<file path="src/rtl/bstq_pkg.sv">
// Shared defaults and the per-cycle command type for the branch trace queue.
// Assumes: the consumers size their own arrays from these defaults.
package bstq_pkg;
    localparam int DEF_DEPTH  = 8;
    localparam int DEF_ADDR_W = 28;
    localparam int DEF_WORD_W = 32;

    // One cycle's decision, made by the control unit.
    typedef struct packed {
        logic shift;   // capture a branch and push every entry down
        logic wipe;    // trace enable just rose: drop all flags
    } bstq_cmd_t;
endpackage

</file>
<file path="src/rtl/bstq_ctrl.sv">
// Control unit. It detects the rising edge of the enable, decides whether a branch
// is captured, and builds a clear mask with one bit per entry.
// Assumes: rd_idx is below DEPTH. A capture overrides a read clear in the same cycle.
module bstq_ctrl #(
    parameter int DEPTH = bstq_pkg::DEF_DEPTH,
    parameter int IDX_W = $clog2(DEPTH)
) (
    input  logic                   clk,
    input  logic                   rst_n,
    input  logic                   trace_en,
    input  logic                   br_taken,
    input  logic                   rd_stb,
    input  logic [IDX_W-1:0]       rd_idx,
    output bstq_pkg::bstq_cmd_t    cmd,
    output logic [DEPTH-1:0]       clr_vec
);
    logic en_q;

    // Remember last cycle's enable level so that its rising edge can be seen.
    always_ff @(posedge clk) begin
        if (!rst_n) en_q <= 1'b0;
        else        en_q <= trace_en;
    end

    // Decide capture, wipe and the per-entry clear mask for this cycle.
    always_comb begin
        cmd.wipe  = trace_en & ~en_q;
        cmd.shift = br_taken & trace_en;
        for (int i = 0; i < DEPTH; i++) begin
            clr_vec[i] = cmd.wipe | (rd_stb & ~cmd.shift & (rd_idx == IDX_W'(i)));
        end
    end
endmodule

</file>
<file path="src/rtl/bstq_slot.sv">
// One queue entry: a valid flag with reset and address bits without reset.
// Assumes: vld_d arrives already masked for a wipe. A shift overrides a clear.
module bstq_slot #(
    parameter int ADDR_W = bstq_pkg::DEF_ADDR_W
) (
    input  logic              clk,
    input  logic              rst_n,
    input  logic              shift,
    input  logic              clr,
    input  logic              vld_d,
    input  logic [ADDR_W-1:0] addr_d,
    output logic              vld_q,
    output logic [ADDR_W-1:0] addr_q
);
    // Flag: reset to 0, loaded on a shift, otherwise cleared on request.
    always_ff @(posedge clk) begin
        if (!rst_n)     vld_q <= 1'b0;
        else if (shift) vld_q <= vld_d;
        else if (clr)   vld_q <= 1'b0;
    end

    // Address bits: no reset, loaded only on a shift.
    always_ff @(posedge clk) begin
        if (shift) addr_q <= addr_d;
    end

    a_r1_slot_load: assert property (@(posedge clk) disable iff (!rst_n)
        shift |=> (vld_q == $past(vld_d)) && (addr_q == $past(addr_d)));

    a_r8_reset_flag: assert property (@(posedge clk)
        !rst_n |=> !vld_q);
endmodule

</file>
<file path="src/rtl/bstq_readout.sv">
// Read port: selects one entry and builds the read word as
// flag, reserved zero bits, address bits.
// Assumes: WORD_W >= ADDR_W + 1. The word is combinational from the entry registers.
module bstq_readout #(
    parameter int DEPTH  = bstq_pkg::DEF_DEPTH,
    parameter int ADDR_W = bstq_pkg::DEF_ADDR_W,
    parameter int WORD_W = bstq_pkg::DEF_WORD_W,
    parameter int IDX_W  = $clog2(DEPTH)
) (
    input  logic [DEPTH-1:0]             vld,
    input  logic [DEPTH-1:0][ADDR_W-1:0] addr,
    input  logic [IDX_W-1:0]             rd_idx,
    output logic [WORD_W-1:0]            word
);
    localparam int RSV_W = WORD_W - 1 - ADDR_W;

    logic              sel_vld;
    logic [ADDR_W-1:0] sel_addr;

    // Pick the entry named by the index.
    always_comb begin
        sel_vld  = vld[rd_idx];
        sel_addr = addr[rd_idx];
    end

    // Form the word, with a reserved zero field when there is room for one.
    generate
        if (RSV_W > 0) begin : g_rsv
            assign word = {sel_vld, {RSV_W{1'b0}}, sel_addr};
        end else begin : g_norsv
            assign word = {sel_vld, sel_addr};
        end
    endgenerate
endmodule

</file>
<file path="src/rtl/branch_trace_queue.sv">
// Top of the branch source trace queue: control, DEPTH entry slots chained as a
// shift register, and the read port.
// Assumes: br_taken is a one-cycle strobe per taken branch. rd_idx < DEPTH.
module branch_trace_queue #(
    parameter int DEPTH  = bstq_pkg::DEF_DEPTH,
    parameter int ADDR_W = bstq_pkg::DEF_ADDR_W,
    parameter int WORD_W = bstq_pkg::DEF_WORD_W,
    parameter int IDX_W  = $clog2(DEPTH)
) (
    input  logic              clk,
    input  logic              rst_n,
    input  logic              trace_en,
    input  logic              br_taken,
    input  logic [WORD_W-1:0] br_src_addr,
    input  logic              rd_stb,
    input  logic [IDX_W-1:0]  rd_idx,
    output logic [WORD_W-1:0] rd_data
);
    bstq_pkg::bstq_cmd_t         cmd;
    logic [DEPTH-1:0]            clr_vec;
    logic [DEPTH-1:0]            vld;
    logic [DEPTH-1:0][ADDR_W-1:0] addr;
    logic [DEPTH-1:0]            d_vld;
    logic [DEPTH-1:0][ADDR_W-1:0] d_addr;
    logic                        unused_hi;

    assign unused_hi = ^br_src_addr[WORD_W-1:ADDR_W];

    bstq_ctrl #(.DEPTH(DEPTH), .IDX_W(IDX_W)) u_ctrl (
        .clk(clk), .rst_n(rst_n), .trace_en(trace_en), .br_taken(br_taken),
        .rd_stb(rd_stb), .rd_idx(rd_idx), .cmd(cmd), .clr_vec(clr_vec)
    );

    // Chain the slots: the head takes the new branch, and every other slot takes its
    // neighbour, which loses its flag if the enable has just risen.
    generate
        for (genvar g = 0; g < DEPTH; g++) begin : g_slot
            if (g == 0) begin : g_head
                assign d_vld[g]  = 1'b1;
                assign d_addr[g] = br_src_addr[ADDR_W-1:0];
            end else begin : g_body
                assign d_vld[g]  = vld[g-1] & ~cmd.wipe;
                assign d_addr[g] = addr[g-1];
            end
            bstq_slot #(.ADDR_W(ADDR_W)) u_slot (
                .clk(clk), .rst_n(rst_n), .shift(cmd.shift), .clr(clr_vec[g]),
                .vld_d(d_vld[g]), .addr_d(d_addr[g]),
                .vld_q(vld[g]), .addr_q(addr[g])
            );
        end
    endgenerate

    bstq_readout #(.DEPTH(DEPTH), .ADDR_W(ADDR_W), .WORD_W(WORD_W), .IDX_W(IDX_W)) u_rd (
        .vld(vld), .addr(addr), .rd_idx(rd_idx), .word(rd_data)
    );

    a_r2_head_capture: assert property (@(posedge clk) disable iff (!rst_n)
        (br_taken && trace_en) |=> vld[0] && (addr[0] == $past(br_src_addr[ADDR_W-1:0])));

    a_r4_read_clears: assert property (@(posedge clk) disable iff (!rst_n)
        (rd_stb && !br_taken) |=> !vld[$past(rd_idx)] && $stable(addr));

    a_r5_capture_wins: assert property (@(posedge clk) disable iff (!rst_n)
        (rd_stb && br_taken && trace_en) |=> vld[0]);

    a_r7_idle_hold: assert property (@(posedge clk) disable iff (!rst_n)
        !trace_en |=> $stable(addr));
endmodule

</file>
<file path="config.mk">
export PLATFORM = sky130hd
export DESIGN_NAME = branch_trace_queue
export DESIGN_NICKNAME = d
export VERILOG_FILES = /design/src/rtl/bstq_pkg.sv /design/src/rtl/bstq_ctrl.sv /design/src/rtl/bstq_slot.sv /design/src/rtl/bstq_readout.sv /design/src/rtl/branch_trace_queue.sv
export SDC_FILE = /design/constraint.sdc
export NUM_CORES = 1
export LEC_CHECK = 0
export ABC_AREA = 1
export ABC_CLOCK_PERIOD_IN_PS = 15800
export CAP_MARGIN = 15
export CORE_UTILIZATION = 45
export CTS_CLUSTER_SIZE = 16
export DETAILED_ROUTE_END_ITERATION = 10
export HOLD_SLACK_MARGIN = 0.06
export SYNTH_ARGS = -nofsm -noshare
export SYNTH_HDL_FRONTEND = slang
export SYNTH_SLANG_ARGS = --single-unit
</file>
<file path="constraint.sdc">
create_clock -name clk -period 15.8 [get_ports clk]
set_input_delay 3.16 -clock clk [delete_from_list [all_inputs] [get_ports clk]]
set_output_delay 3.16 -clock clk [all_outputs]
set_load 0.02 [all_outputs]
</file>
==> out/metrics.cfg <==
[timing]
fin_ws_ps=6780
rsz0062_at_grt=false
period_share=0.571
final-hold-violation-count=0
max_freq_mhz=111
setup_viol=0
tns_ps=0
layout_min_cycle_time_ps=9020
relSlewSlack=0.258
skew_ps=7.20
worst_pin_slew_ps=1110
drv_slew=0

[clock_network]
numClockSinks=233
cts_buffers=24
cts_tree=built
htree_levels=1
clk_latency_ps=510
cts_buffer_depth=3
cts_hold_buf=0
clockRootBuffer=clkbuf_16
post-cts-setup-buffers=0
cts_resized=0
path_clk_slew_ps=60

[global_routing]
use_met3=0.0264
met1_usage=0.265
grt_use_total=0.174
gr-max-usage-layer=met1
grt_pass1_wl_um=30600
grt_pass1_vias=5740
antenna_found_initial=0
gr-total-overflow=0
use_met2=0.260
grt_max_degree=141

[critical_path]
crit_path_start_kind=primary input
cp-end-kind=output pin
slowest_stage=buf_4
r2r_cells=4
slowest_delay_ps=750
critPathArrivalTime_ps=5860
required_ps=12640
worstPathCellList=buf_2, buf_4, inv_2, buf_4, nand2_1, nand3_1, nand2_1, nand2_1, clkdlybuf4s50_1
cpMostUsedCell=nand2_1
crit_family=buffers and inverters
crit_type=primary input to output pin
path_max_fanout=87
worst-path-stages=9
crit_buf_inv=5

[drt]
first_iter_violations=525
avgRoutedWirePerCell_um=15.0
drt-pass1-iter-count=5
drcViolationCount=0
ant_nets=0
drt_wl_total_um=18600
vias_per_cell=4.84
dr_total_vias=5996

[yosys]
netlist.area_leader.share=0.697
yosys.cell_types.count=20
synthFlopType=edfxtp_1
ys_ff_latch=233
ys_seq_area_frac=0.715
netlist_area_um2=9650
avgSynthCellArea_um2=10.7
yosys_warnings=0
synth_cells=901
ys_async_sr_fraction=0
yosys.area.top_type=edfxtp_1
synthTopCellsByArea=edfxtp_1 70%, nand2_1 19%, nand3_1 4.3%
synth-edff-count=224

[final_layout]
final_common_cell=nand2_1
antennaDiodeCount=0
finalNetCount=987
filler_cell_count=1893
area_growth_pct=15.2
final_cell_mix=489 x nand2_1, 224 x edfxtp_1, 83 x nand3_1, 62 x clkdlybuf4s50_1, 25 x clkbuf_16
drive_gt1_frac=0.0456

[placement]
preCtsSetupSlack_ps=6710
hpwlAfterDp_um=9680
numPortBuffers=64
gp_congestion=0.718

[power]
p_leak_uw=0.00447
power_density_nw_per_um2=121
peakVddDrop_v=0.0000796

[outcome]
status=completed

[hold_path]
whs_path_depth=0
min_path_type=register to register

[floorplanning]
die_w_um=148
start_util=0.459
row_count=53
fp.dieArea_um2=22000
core_um2=21000
chipHeight_um=148
io_pins=72

[flow_run]
maxCapViolations=0

## per-layer routing
metal / part of all wire / vias up
met1: 0.50 / 2774
met4: 0.014 / 0
li1: - / 3078
met5: 0 / -
met2: 0.45 / 122
met3: 0.039 / 22
## metrics by stage
stage	power, uW	instances	utilization	area (um2)	hold WS (ps)
2_1_floorplan	799	903	-	9660	427
3_3_place_gp	837	1196	0.494	10400	428
3_5_place_dp	838	1196	0.494	10400	432
4_1_cts	1360	1239	0.529	11100	444
5_1_grt	1400	1239	0.529	11100	453
6_report	1350	1239	0.529	11100	444
## worst paths after layout
path / startpoint / end / slack (ps)
worst max register to register: u_ctrl.en_q / g_slot[5].u_slot.vld_q / 14800
worst max-delay path: rd_idx[1] / rd_data[25] / 6780
worst min register to register: g_slot[4].u_slot.addr_q[17] / g_slot[5].u_slot.addr_q[17] / 440
worst min-delay path: g_slot[4].u_slot.addr_q[17] / g_slot[5].u_slot.addr_q[17] / 440
## cell type report
cell class / count / area [um2] / share of cell area
Clock buffer: 34 / 689 / 0.0620
Clock inverter: 9 / 37.5 / 0.00338
Inverter: 12 / 55.1 / 0.00495
Multi-Input combinational cell: 605 / 2400 / 0.216
Sequential cell: 233 / 6910 / 0.621
Tap cell: 275 / 344 / 0.0309
Timing Repair Buffer: 71 / 686 / 0.0617
## registers in the layout, summed over array words and instances (netlist names)
signal and cells:
u_ctrl.en_q 1, g_slot.u_slot.addr_q 224, g_slot.u_slot.vld_q 8
## where the power goes
part	internal, uW	switching, uW	leakage [uW]
sequential	703	10.6	0.00218
combinational	38.5	71.4	0.00194
clock	302	224	0.000358
total	1040	306	0.00447
## logic make-up after synthesis
| kind of cell | share of synthesized area |
|---|---|
| AND/OR/NAND/NOR | 0.243 |
| AO/OA/AOI/OAI | 0.00466 |
| buffers and inverters | 0.0368 |
| flip-flops | 0.715 |
| other | 0.000388 |
## synthesized netlist by cell type (2+ instances only)
cell type / instances
nand2_1: 489
edfxtp_1: 224
nand3_1: 83
buf_2: 24
nor2_1: 15
buf_4: 11
inv_1: 10
clkbuf_1: 9
dfxtp_1: 9
nor3_1: 6
buf_6: 5
buf_1: 4
o21ai_0: 4
o211ai_1: 2
No activity file was read; power rests on OpenSTA's default activity.
